[src/rtl/rdr_pkg.sv]
package rdr_pkg;

  typedef enum logic [2:0] {
    ST_IDLE,
    ST_POLL,
    ST_SETUP,
    ST_HIGH,
    ST_LOW,
    ST_DONE
  } rdState_t;

  // strobes from control to datapath
  typedef struct packed {
    logic clrDiv;
    logic clrBits;
    logic capture;
    logic load;
    logic countPoll;
    logic clrTimeout;
  } rdStrobe_t;

endpackage

[src/rtl/rdr_datapath.sv]
module rdr_datapath
  import rdr_pkg::*;
#(
  parameter int HALF_DIV    = 4,
  parameter int FRAME_BITS  = 32,
  parameter int TIMEOUT_CYC = 1000
) (
  input  logic                  clk,
  input  logic                  rstN,
  input  rdStrobe_t             strb,
  input  logic                  sdoIn,
  input  logic                  busyIn,
  input  logic                  selBusy,
  output logic                  divTick,
  output logic                  lastBit,
  output logic                  readyNow,
  output logic [FRAME_BITS-1:0] frameData,
  output logic                  frameValid,
  output logic                  frameErr,
  output logic                  timeoutFlag
);

  localparam int BIT_W = $clog2(FRAME_BITS + 1);
  localparam int TO_W  = $clog2(TIMEOUT_CYC + 1);

  logic [BIT_W-1:0]      bitCnt;
  logic [TO_W-1:0]       pollCnt;
  logic [FRAME_BITS-1:0] shiftReg;

  // ready level: 0 on the chosen line means result available
  assign readyNow = selBusy ? !busyIn : !sdoIn;
  assign lastBit  = (bitCnt == BIT_W'(FRAME_BITS));

  // half-period divider
  generate
    if (HALF_DIV == 1) begin : g_divOne
      assign divTick = 1'b1;
    end else begin : g_divCnt
      localparam int DIV_W = $clog2(HALF_DIV);
      logic [DIV_W-1:0] divCnt;
      assign divTick = (divCnt == DIV_W'(HALF_DIV - 1));
      always_ff @(posedge clk or negedge rstN) begin
        if (!rstN)                 divCnt <= '0;
        else if (strb.clrDiv)      divCnt <= '0;
        else if (divTick)          divCnt <= '0;
        else                       divCnt <= divCnt + 1'b1;
      end
    end
  endgenerate

  // bit counter and shift register
  always_ff @(posedge clk or negedge rstN) begin
    if (!rstN) begin
      bitCnt   <= '0;
      shiftReg <= '0;
    end else if (strb.clrBits) begin
      bitCnt   <= '0;
    end else if (strb.capture) begin
      bitCnt   <= bitCnt + 1'b1;
      shiftReg <= {shiftReg[FRAME_BITS-2:0], sdoIn};
    end
  end

  // output frame register
  always_ff @(posedge clk or negedge rstN) begin
    if (!rstN) begin
      frameData  <= '0;
      frameErr   <= 1'b0;
      frameValid <= 1'b0;
    end else begin
      frameValid <= strb.load;
      if (strb.load) begin
        frameData <= shiftReg;
        frameErr  <= shiftReg[FRAME_BITS-1];
      end
    end
  end

  // readiness timeout
  always_ff @(posedge clk or negedge rstN) begin
    if (!rstN) begin
      pollCnt     <= '0;
      timeoutFlag <= 1'b0;
    end else if (strb.clrTimeout) begin
      pollCnt     <= '0;
      timeoutFlag <= 1'b0;
    end else if (strb.countPoll) begin
      if (pollCnt == TO_W'(TIMEOUT_CYC - 1)) begin
        pollCnt     <= '0;
        timeoutFlag <= 1'b1;
      end else begin
        pollCnt <= pollCnt + 1'b1;
      end
    end
  end

endmodule

[src/rtl/rdr_control.sv]
module rdr_control
  import rdr_pkg::*;
(
  input  logic      clk,
  input  logic      rstN,
  input  logic      enable,
  input  logic      readyNow,
  input  logic      divTick,
  input  logic      lastBit,
  output rdStrobe_t strb,
  output logic      sckOut,
  output logic      waiting
);

  rdState_t st, nxt;

  always_comb begin
    nxt         = st;
    strb        = '0;
    strb.clrDiv = (st == ST_IDLE) || (st == ST_POLL) || (st == ST_DONE);
    unique case (st)
      ST_IDLE: begin
        strb.clrBits    = 1'b1;
        strb.clrTimeout = 1'b1;
        if (enable) nxt = ST_POLL;
      end
      ST_POLL: begin
        if (!enable) begin
          nxt             = ST_IDLE;
          strb.clrTimeout = 1'b1;
        end else if (readyNow) begin
          nxt             = ST_SETUP;
          strb.clrBits    = 1'b1;
          strb.clrTimeout = 1'b1;
        end else begin
          strb.countPoll  = 1'b1;
        end
      end
      ST_SETUP: begin
        if (!enable) begin
          nxt = ST_IDLE;
        end else if (divTick) begin
          nxt          = ST_HIGH;
          strb.capture = 1'b1;
        end
      end
      ST_HIGH: begin
        if (divTick) begin
          if (lastBit) begin
            nxt       = ST_DONE;
            strb.load = 1'b1;
          end else begin
            nxt = ST_LOW;
          end
        end
      end
      ST_LOW: begin
        if (divTick) begin
          nxt          = ST_HIGH;
          strb.capture = 1'b1;
        end
      end
      ST_DONE: nxt = enable ? ST_POLL : ST_IDLE;
      default: nxt = ST_IDLE;
    endcase
  end

  always_ff @(posedge clk or negedge rstN) begin
    if (!rstN) begin
      st     <= ST_IDLE;
      sckOut <= 1'b0;
    end else begin
      st     <= nxt;
      sckOut <= (nxt == ST_HIGH);
    end
  end

  assign waiting = (st == ST_POLL);

endmodule

[src/rtl/twowire_result_reader.sv]
module twowire_result_reader
  import rdr_pkg::*;
#(
  parameter int HALF_DIV    = 4,
  parameter int FRAME_BITS  = 32,
  parameter int TIMEOUT_CYC = 1000
) (
  input  logic                  clk,
  input  logic                  rstN,
  input  logic                  enable,
  input  logic                  selBusy,
  input  logic                  sdoIn,
  input  logic                  busyIn,
  output logic                  sckOut,
  output logic [FRAME_BITS-1:0] frameData,
  output logic                  frameValid,
  output logic                  frameErr,
  output logic                  timeoutFlag,
  output logic                  waiting
);

  rdStrobe_t strb;
  logic      divTick;
  logic      lastBit;
  logic      readyNow;

  rdr_control i_ctrl (
    .clk      (clk),
    .rstN     (rstN),
    .enable   (enable),
    .readyNow (readyNow),
    .divTick  (divTick),
    .lastBit  (lastBit),
    .strb     (strb),
    .sckOut   (sckOut),
    .waiting  (waiting)
  );

  rdr_datapath #(
    .HALF_DIV    (HALF_DIV),
    .FRAME_BITS  (FRAME_BITS),
    .TIMEOUT_CYC (TIMEOUT_CYC)
  ) i_dp (
    .clk         (clk),
    .rstN        (rstN),
    .strb        (strb),
    .sdoIn       (sdoIn),
    .busyIn      (busyIn),
    .selBusy     (selBusy),
    .divTick     (divTick),
    .lastBit     (lastBit),
    .readyNow    (readyNow),
    .frameData   (frameData),
    .frameValid  (frameValid),
    .frameErr    (frameErr),
    .timeoutFlag (timeoutFlag)
  );

endmodule

[config.mk]
export PLATFORM = sky130hd
export DESIGN_NAME = twowire_result_reader
export DESIGN_NICKNAME = d
export VERILOG_FILES = /design/src/rtl/rdr_pkg.sv /design/src/rtl/rdr_datapath.sv /design/src/rtl/rdr_control.sv /design/src/rtl/twowire_result_reader.sv
export SDC_FILE = /design/constraint.sdc
export NUM_CORES = 1
export LEC_CHECK = 0
export BUFFER_PORTS_ARGS = -buffer_cell sky130_fd_sc_hd__buf_2
export CAP_MARGIN = 20
export CORE_MARGIN = 3
export CORE_UTILIZATION = 50
export DETAILED_ROUTE_END_ITERATION = 8
export PLACE_DENSITY = 0.73
export SLEW_MARGIN = 30
export SYNTH_ARGS = -nofsm -noshare
export SYNTH_HDL_FRONTEND = slang
export SYNTH_HIERARCHICAL = 1
export SYNTH_SLANG_ARGS = --single-unit
[constraint.sdc]
create_clock -name clk -period 5.5 [get_ports clk]
set_clock_uncertainty 0.05 [all_clocks]
set_input_delay 0.825 -clock clk [delete_from_list [all_inputs] [get_ports clk]]
set_output_delay 0.825 -clock clk [all_outputs]
set_load 0.05 [all_outputs]
* Word-level counts from Yosys, hierarchy flattened
Cells that the tools add are included.
Storage, ports and cells: flip-flop bits (word level) 89, input bits 6, output and inout port bits 37
Cells by class: $add $sub $neg 3, equality and inequality tests 9, mux-type cells 34, bitwise operators 1, reduce and logical (&&, ||, !) cells 10
Operators by type and width (number):
- 2-to-1 mux 10 bit | 3
- 2-to-1 mux 3 bit | 6
- one-hot mux 3 bit (6 select lines) | 1
- 2-to-1 mux 1 bit | 17
- 2-to-1 mux 6 bit | 2
- adder 10 x 1 -> 10 bit, second input constant | 1
- == test 10 bit, second input constant | 1
- == test 3 x 2 -> 1 bit, second input constant | 3
- adder 6 x 1 -> 6 bit, second input constant | 1
- == test 3 bit, second input constant | 2
- == test 6 bit, second input constant | 1
- one-hot mux 1 bit (2 select lines) | 3
- nonzero test 2 bit | 3
- 2-to-1 mux 2 bit | 2
- AND reduction 2 bit | 2
- == test 3 x 1 -> 1 bit, second input constant | 1
- logical NOT 3 bit | 1
- adder 2 x 1 -> 2 bit, second input constant | 1
- == test 2 bit, second input constant | 1
- logical NOT 1 bit | 2
- logical OR 1 bit | 2
- inverter 1 bit | 1

* Longest topological paths before layout
Gate-level depths: netlist of run 1.
depth after elaboration 7, depth in mapped cells 9, depth with buffers taken out 8

* By module
The synthesis of run 1 kept the hierarchy.
By module, submodules not included:
- rdr_datapath | times used 1, cells each 231, area each 3328.2 um^2
- rdr_control | times used 1, cells each 39, area each 337.8 um^2

* Worst setup path after synthesis of run 1
OpenSTA, ideal clock, no wires.
path kind input to register, start in selBusy, end reg i_dp.shiftReg[2], arrival time 2403 ps, required time 5322 ps, setup slack 2919 ps, cell stages on the path 7, path buffers 2, path through mux2i_1 -> nand2_1 -> a211oi_1 -> nor2b_1 -> clkbuf_1 -> buf_4 -> mux2_1
RTL lines:
- from (decl) | RTL line twowire_result_reader.sv:11 | input logic selBusy,
- to (signal assigned) | RTL line rdr_datapath.sv:60 | shiftReg <= {shiftReg[FRAME_BITS-2:0], sdoIn};
- to (decl) | RTL line rdr_datapath.sv:28 | logic [FRAME_BITS-1:0] shiftReg;

==> flow_metrics.tcl, run 1 <==
set metrics [dict create \
    synth_top_area_share_pct 60.1 \
    synthTopCellsByArea "dfrtp_1 (60%), mux2_2 (18%), nor2_1 (1.7%), xor2_1 (1.7%), ha_1 (1.4%)" \
    critPathTopFamily "simple AND/OR/NAND/NOR gates" \
    synth_cells 270 \
    status "complete, no violations" \
    max_stage_delay_ps 760 \
    max_cap_violations 0 \
    wl_met2_um 2690 \
    clkTransAtPathRegs_ps 80 \
    diodes 0 \
    die_area_um2 8400 \
    synth_nets 280 \
    fin_area_um2 4110 \
    fin_crit_sh_pct 45.2 \
    wire_per_inst_um 13.9 \
    startpoint_type "flip-flop" \
    vias 2135 \
    wl_met3_um 201 \
    cts_buffer_depth 2 \
    setup_viol 0 \
    clock.fmax_mhz 403 \
    ctsResizeCount 0 \
    yosysSeqAreaShare_pct 60.1 \
    synth-seq-cells 88 \
    drt-initial-drc-count 128 \
    viasPerCell 5.21 \
    slew_headroom_pct 36.5 \
    layout_common_cells "dfrtp_1 (88), mux2_2 (60), buf_2 (41)" \
    top_layer "met4" \
    critPathMaxFanout 32 \
    syn_area_per_cell_um2 13.6 \
    numCtsBuffers 9 \
    finalSetupTns_ps 0 \
    slowest_stage "nor2b_4" \
    hold_class "flip-flop to flip-flop" \
    crit_chain "nand2b_1, o21ai_0, and3b_1, nor2b_4, mux2_2" \
    drive_gt1_share_pct 39.8 \
    grt_usage_pct 14.5 \
    path_depth 5 \
    clkLatencyLatePin_ps 340 \
    gp_congestion 0.843 \
    die_y_um 91.6 \
    holdPathStages 1 \
    synth_cell_types 42 \
    cp.required_ps 5680 \
    chipWidth_um 91.6 \
    root_buffer "clkbuf_8" \
    final_max_slew_viol_count 0 \
    antenna_found_initial 0 \
    worst-path-buf-inv 0 \
    cts_tree "yes" \
    nNetsFinal 320 \
    grt_overflow 0 \
    wl_met1_um 2670 \
    grt_pass1_wl_um 9780 \
    endpoint_kind "flip-flop" \
    hold_viol 0 \
    drc 0 \
    area.growth.synth_to_final_pct 12.0 \
    arrival_ps 2660 \
    path_class "flip-flop to flip-flop" \
    fin_crit_ps 2480 \
    core-area_um2 6940 \
    rrSetupSlack_ps 3020 \
    syn_area_um2 3670 \
    r2r_cells 5 \
    pin_count 43 \
    num_rows 30 \
    whs_ps 388 \
    grt_max_degree 48 \
    fillers 576 \
    synth_area_leader_cell "dfrtp_1" \
    ir_drop_mv 0.139 \
    clock_sinks 88 \
    cts_setup_buffers 0 \
    ys_warn_count 6 \
    power_leakage_uw 0.00210 \
    port-buffer-count 42 \
    final_common_cell "dfrtp_1" \
    power_density_nw_per_um2 291 \
    ant_nets 0 \
    routed_wl_um 5680 \
    grt_pass1_vias 2130 \
    ctsHtreeMaxLevel 3 \
    rsz0062_at_grt "no" \
    placed_cell_area_um2 3930 \
    dp_hpwl_um 3820 \
    tightest_slew_ps 950 \
    start_util_pct 52.8 \
    dr.pass1.iters 4 \
    ctsHoldBuffers 0 \
]
-- power breakdown --
| group | leakage (µW) | switching, µW | internal, µW | total (µW) |
|---|---|---|---|---|
| clock network | 0.0000817 | 221 | 164 | 384 |
| registers | 0.00123 | 24.5 | 661 | 685 |
| logic | 0.000788 | 83.1 | 43.2 | 126 |
-- per-layer routing --
| layer | track usage [%] | vias to the layer above |
|---|---|---|
| met5 | 0 | - |
| met4 | 7.16 | 0 |
| met3 | 2.95 | 11 |
| met2 | 22.9 | 36 |
| met1 | 19.2 | 1066 |
| li1 | - | 1022 |
-- final cells by class --
type,instances,area (µm²),area share [%]
clock buffer,9,124,3.02
clock inverter,6,46.3,1.13
inverter,6,22.5,0.548
multi-input combinational,162,1370,33.4
sequential,88,2200,53.6
tap,96,120,2.92
timing repair buffer,43,220,5.36
-- worst paths after layout --
path,to,from
setup / recovery,i_dp/shiftReg[28],i_ctrl/st[1]
hold / removal,i_dp/g_divCnt.divCnt[0],i_dp/g_divCnt.divCnt[0]
setup reg to reg,i_dp/shiftReg[28],i_ctrl/st[1]
hold reg to reg,i_dp/g_divCnt.divCnt[0],i_dp/g_divCnt.divCnt[0]
max in group asynchronous,i_dp/shiftReg[15],rstN
min in group asynchronous,i_dp/pollCnt[2],rstN
-- cells in the mapped netlist --
library cell and number:
nand3_1 3, or2b_2 1, a21oi_1 5, buf_4 5, buf_8 1, a31oi_1 1
nor2_1 17, o31ai_1 1, and2_1 2, a211oi_1 1, clkbuf_1 3, a21o_1 1
nand3b_1 1, o21a_1 2, nor3_1 3, ha_1 4, nor2b_1 4, or4_1 1
inv_1 6, nor3b_1 1, or3_1 2, and4bb_1 1, a311oi_1 1, nand2_1 11
and3b_1 2, nand4_1 5, xor2_1 7, o21ai_2 1, dfrtp_1 88, mux2_1 4
xnor2_1 4, and2b_2 1, o21ai_0 3, a311o_1 1, o211ai_1 1, mux2_2 60
and3_1 2, mux2i_1 3, buf_2 4, buf_6 1, nor4_1 1, nand2b_1 4
-- registers in the layout, summed over array words and instances, names as in the netlist --
register,cells
i_dp/g_divCnt.divCnt,2
i_dp/timeoutFlag,1
i_dp/frameValid,1
i_dp/frameData,32
i_ctrl/st,3
i_dp/bitCnt,6
i_ctrl/sckOut,1
i_dp/shiftReg,32
i_dp/pollCnt,10
-- metrics by stage --
step | total power, µW | cells | utilization (%) | setup WS (ps)
2_1_floorplan | 794 | 270 | - | 2920
3_3_place_gp | 818 | 395 | 56.5 | 2430
3_5_place_dp | 821 | 395 | 56.5 | 2330
4_1_cts | 1210 | 410 | 59.0 | 2710
5_1_grt | 1250 | 410 | 59.2 | 2780
6_report | 1200 | 410 | 59.2 | 3020
-- worst reg2reg max path, stage by stage (launching register included) --
cell      delay, ps
dfrtp_1         530
nand2b_1        230
o21ai_0          70
and3b_1         310
nor2b_4         760
mux2_2          430
-- cell families after synthesis --
| family | share of synthesized area, % |
|---|---|
| xor gates and xnor gates | 2.63 |
| adders and majority gates | 1.37 |
| and+or+nand+nor | 9.01 |
| DFF | 60.1 |
| AOI/OAI and AO/OA | 3.24 |
| muxes | 20.5 |
| buffers and inverters | 3.21 |
Power figures use the tool's default switching activity.
==> run 2, diff against run 1 <==
==> constraint.sdc (replaced) <==
create_clock -name clk -period 2.6 [get_ports clk]
set_clock_uncertainty 0.05 [all_clocks]
set_input_delay 0.39 -clock clk [delete_from_list [all_inputs] [get_ports clk]]
set_output_delay 0.39 -clock clk [all_outputs]
set_load 0.05 [all_outputs]
==> flow_metrics.tcl, run 2 (same netlist as run 1, synthesis figures left out) <==
set metrics [dict create \
    status "complete, no violations" \
    fillers 553 \
    ant_nets 0 \
    gp_congestion 0.809 \
    pin_count 43 \
    final_common_cell "dfrtp_1" \
    nNetsFinal 328 \
    critPathMaxFanout 32 \
    max_cap_violations 0 \
    cts_setup_buffers 0 \
    die_y_um 91.6 \
    start_util_pct 52.8 \
    drt-initial-drc-count 87 \
    fin_crit_sh_pct 84.8 \
    die_area_um2 8400 \
    largestRegisters "i_dp/frameData x32, i_dp/shiftReg x32, i_dp/pollCnt x10" \
    clkLatencyLatePin_ps 350 \
    viasPerCell 5.16 \
    dp_hpwl_um 4100 \
    wire_per_inst_um 14.2 \
    drc 0 \
    crit-reg2reg-launch "i_ctrl/st[2]" \
    clock.fmax_mhz 454 \
    setup_viol 0 \
    clock_sinks 88 \
    dr.pass1.iters 4 \
    endpoint_kind "flip-flop" \
    crit_path_end "i_dp/shiftReg[30]" \
    chipWidth_um 91.6 \
    power_density_nw_per_um2 629 \
    hold_viol 0 \
    cp.required_ps 2790 \
    grt_overflow 0 \
    hold_path_startpoint "sdoIn" \
    power_leakage_uw 0.00214 \
    hold_class "input port to flip-flop" \
    setup.worst_path.start "i_ctrl/st[2]" \
    port-buffer-count 42 \
    root_buffer "clkbuf_8" \
    fin_ws_ps 395 \
    rrSetupSlack_ps 400 \
    grt_max_degree 50 \
    r2r_end "i_dp/shiftReg[30]" \
    startpoint_type "flip-flop" \
    path_class "flip-flop to flip-flop" \
    fin_crit_ps 2200 \
    clkTransAtPathRegs_ps 80 \
    cts_buffer_depth 2 \
    routed_wl_um 5970 \
    finalSetupTns_ps 0 \
    final_max_slew_viol_count 0 \
    tightest_slew_ps 848 \
    cts_tree "yes" \
    diodes 0 \
    slew_headroom_pct 43.3 \
    area.growth.synth_to_final_pct 14.4 \
    numCtsBuffers 9 \
    vias 2162 \
    dp_worst_setup_slack_ps 350 \
    ctsHtreeMaxLevel 3 \
    arrival_ps 2390 \
    rsz0062_at_grt "no" \
    core-area_um2 6940 \
    num_rows 30 \
    ir_drop_mv 0.249 \
    antenna_found_initial 0 \
    r2r_cells 5 \
    layout_common_cells "dfrtp_1 (88), mux2_2 (60), buf_2 (41)" \
    drive_gt1_share_pct 40.6 \
    grt_usage_pct 15.8 \
    grt_pass1_wl_um 10400 \
    grt_pass1_vias 2173 \
]
[run 2: repair_timing]
| action | 4_1_cts | 5_1_grt |
|---|---|---|
| hold endpoints to repair | 2 | 0 |
| resized for setup | 0 | 0 |
| setup endpoints to repair | 0 | 0 |
| hold buffers | 1 | 0 |
[run 2: final cells by class]
cell class | count | area (µm²) | area share (%)
clock buffers | 12 | 165 | 3.94
clock inverters | 4 | 27.5 | 0.656
inverters | 6 | 22.5 | 0.537
multi-input cells | 162 | 1360 | 32.5
flip-flops and latches | 88 | 2200 | 52.5
well taps | 96 | 120 | 2.86
repair buffers | 51 | 295 | 7.04
[run 2: metal layers]
layer	wire (µm)	vias to the layer above	global-route usage (%)
li1	-	1038	-
met1	2810	1073	20.7
met2	2800	42	24.7
met3	260	9	4.76
met4	100	0	6.41
met5	0	-	0
[run 2: critical path, stage by stage (launching register included)]
cell and delay (ps):
dfrtp_1 500, nand2b_1 110, o21ai_0 80, and3b_1 200, nor2b_4 710, mux2_2 420
[run 2: worst min-delay path by stage]
| stage | cells after the start | slack, ps | endpoint |
|---|---|---|---|
| 2_1_floorplan | 0 | 40 | i_ctrl/sckOut |
| 3_3_place_gp | 1 | 370 | i_dp/g_divCnt.divCnt[0] |
| 3_5_place_dp | 1 | 380 | i_dp/g_divCnt.divCnt[0] |
| 4_1_cts | 2 | 250 | i_dp/shiftReg[0] |
| 5_1_grt | 2 | 250 | i_dp/shiftReg[0] |
| 6_report | 2 | 260 | i_dp/shiftReg[0] |
[run 2: through the flow]
stage,std cells,util (%),hold WS [ps],cell area [µm²],total power (µW)
3_5_place_dp,402,57.5,375,3990,1770
3_3_place_gp,402,57.5,369,3990,1770
6_report,419,60.4,257,4190,2640
4_1_cts,419,60.4,252,4190,2670
5_1_grt,419,60.4,248,4190,2760
2_1_floorplan,270,-,44.4,3670,1680
[run 2: power by group]
group	internal, µW	switching, µW	leakage [µW]
clock	424	470	0.0000906
sequential	1400	35.7	0.00123
combinational	113	196	0.000827
total	1930	702	0.00214
==> run 3, diff against run 2 <==
--- a/config.mk
+++ b/config.mk
@@ -10,7 +10,7 @@
 export CORE_MARGIN = 3
 export CORE_UTILIZATION = 50
 export DETAILED_ROUTE_END_ITERATION = 8
-export PLACE_DENSITY = 0.73
+export PLACE_DENSITY = 0.76
 export SLEW_MARGIN = 30
 export SYNTH_ARGS = -nofsm -noshare
 export SYNTH_HDL_FRONTEND = slang
==> constraint.sdc (replaced) <==
create_clock -name clk -period 1.9 [get_ports clk]
set_clock_uncertainty 0.05 [all_clocks]
set_input_delay 0.285 -clock clk [delete_from_list [all_inputs] [get_ports clk]]
set_output_delay 0.285 -clock clk [all_outputs]
set_load 0.05 [all_outputs]
==> flow_metrics.tcl, run 3 (same netlist as run 1, synthesis figures left out) <==
set metrics [dict create \
    p_int_uw 3030 \
    startpoint_type "flip-flop" \
    crit_path_end "i_dp/bitCnt[5]" \
    diodes 0 \
    ctsHtreeMaxLevel 3 \
    critPathMaxFanout 5 \
    chipWidth_um 91.6 \
    die_y_um 91.6 \
    endpoint_kind "flip-flop" \
    num_rows 30 \
    crit_chain "nand2b_1, o21ai_0, and3b_2, buf_4, nand4_1, or3_1, a21oi_1" \
    power_leakage_uw 0.00229 \
    max_stage_delay_ps 420 \
    clock_sinks 88 \
    combPwrFrac_pct 14.4 \
    fin_crit_ps 1850 \
    path_class "flip-flop to flip-flop" \
    drive_gt1_share_pct 47.2 \
    cp.required_ps 2120 \
    instances_no_fill 441 \
    ant_nets 0 \
    grt_overflow 0 \
    status "complete, no violations" \
    r2r_end "i_dp/bitCnt[5]" \
    die_area_um2 8400 \
    ir_drop_mv 0.371 \
    nNetsFinal 351 \
    crit-reg2reg-launch "i_ctrl/st[1]" \
    setup_viol 0 \
    root_buffer "clkbuf_8" \
    max_cap_violations 0 \
    routed_wl_um 6680 \
    clkTransAtPathRegs_ps 80 \
    grt_pass1_wl_um 11300 \
    tightest_slew_ps 567 \
    dp_hpwl_um 4350 \
    slowest_stage "dfrtp_1" \
    final_max_slew_viol_count 0 \
    cts_tree "yes" \
    setup.worst_path.start "i_ctrl/st[1]" \
    power_frac_seq_pct 47.8 \
    clkLatencyLatePin_ps 350 \
    grt_usage_pct 17.0 \
    dp_cells 416 \
    power_uw 4060 \
    core-area_um2 6940 \
    wire_per_inst_um 15.1 \
    clkPwrFrac_pct 37.8 \
    antenna_found_initial 0 \
    start_util_pct 52.8 \
    gp_congestion 0.801 \
    arrival_ps 2080 \
    area.growth.synth_to_final_pct 22.7 \
    r2r_cells 7 \
    clock.fmax_mhz 539 \
    swShare_pct 25.4 \
    power_density_nw_per_um2 903 \
    fin_crit_sh_pct 97.6 \
    grt_max_degree 40 \
    dr.pass1.iters 4 \
    pin_count 43 \
    switchingPower_uw 1030 \
    slew_headroom_pct 62.1 \
    hold_viol 0 \
    layout_common_cells "dfrtp_1 (88), mux2_2 (60), buf_2 (41)" \
    cts_buffer_depth 2 \
    finalSetupTns_ps 0 \
    final_common_cell "dfrtp_1" \
    rrSetupSlack_ps 50 \
    drt-initial-drc-count 104 \
    whs_ps 235 \
    largestRegisters "i_dp/frameData x32, i_dp/shiftReg x32, i_dp/pollCnt x10" \
    viasPerCell 5.07 \
    hold_class "input port to flip-flop" \
    port-buffer-count 42 \
    drc 0 \
    vias 2237 \
    grt_pass1_vias 2332 \
    numCtsBuffers 9 \
]
==> run 3: cell count changes in the layout (fill, tap and decap cells not counted), moves of 2 or more <==
cell,before,now
buf_4,8,27
buf_12,1,3
clkinvlp_4,3,1
bufinv_16,0,3
inv_2,0,2
inv_1,6,4
clkbuf_8,12,9
==> run 3: critical path, delay by kind of cell (launching register included) <==
| family | cells | cell delay [ps] |
|---|---|---|
| flip-flops | 1 | 420 |
| AND/OR/NAND/NOR | 4 | 940 |
| buffers and inverters | 1 | 150 |
| AO/OA/AOI/OAI | 2 | 220 |
==> run 3: worst min-delay path by stage <==
stage	start	end	slack, ps	cells past startpoint
3_3_place_gp	rstN	i_dp/frameData[13]	230	1
6_report	sdoIn	i_dp/shiftReg[0]	230	3
4_1_cts	sdoIn	i_dp/shiftReg[0]	220	3
2_1_floorplan	rstN	i_ctrl/sckOut	-60	0
5_1_grt	sdoIn	i_dp/shiftReg[0]	230	3
3_5_place_dp	rstN	i_dp/frameData[13]	240	1
==> run 3: routing by layer <==
layer | global-route usage [%] | wire, µm | vias up
li1 | - | - | 1081
met1 | 22.4 | 3030 | 1113
met2 | 27.4 | 3320 | 36
met3 | 4.18 | 226 | 7
met4 | 6.03 | 105 | 0
met5 | 0 | 0 | -
==> run 3: per-stage QoR <==
stage | setup slack [ps] | util (%) | cell area (µm²)
final | 46.0 | 64.8 | 4500
after global routing | -48.0 | 64.8 | 4500
after CTS | 27.5 | 64.0 | 4450
after detailed placement | -265 | 59.6 | 4140
after global placement | -198 | 59.6 | 4140
after floorplan | -73.3 | - | 3730
==> run 3: timing repair <==
item | 4_1_cts | 5_1_grt
gates cloned | 1 | 0
pin swaps | 0 | 5
hold buffers | 1 | 0
setup endpoints to repair | 42 | 35
buffers inserted | 3 | 5
resized for setup | 3 | 4
hold endpoints to repair | 36 | 0
==> run 3: area by class of cell <==
type                       count  area, µm²
fill                         523       2450
sequential                    88       2200
multi-input combinational    163       1420
timing repair buffer          73        489
clock buffer                   9        124
tap                           96        120
clock inverter                 6        118
inverter                       6       22.5
==> run 3: power groups by stage <==
stage / clock [µW] / sequential [µW] / combinational, µW
2_1_floorplan: 0 / 2000 / 339
3_3_place_gp: 0 / 1980 / 523
3_5_place_dp: 0 / 1980 / 534
4_1_cts: 1570 / 1940 / 554
5_1_grt: 1650 / 1950 / 631
6_report: 1540 / 1940 / 584
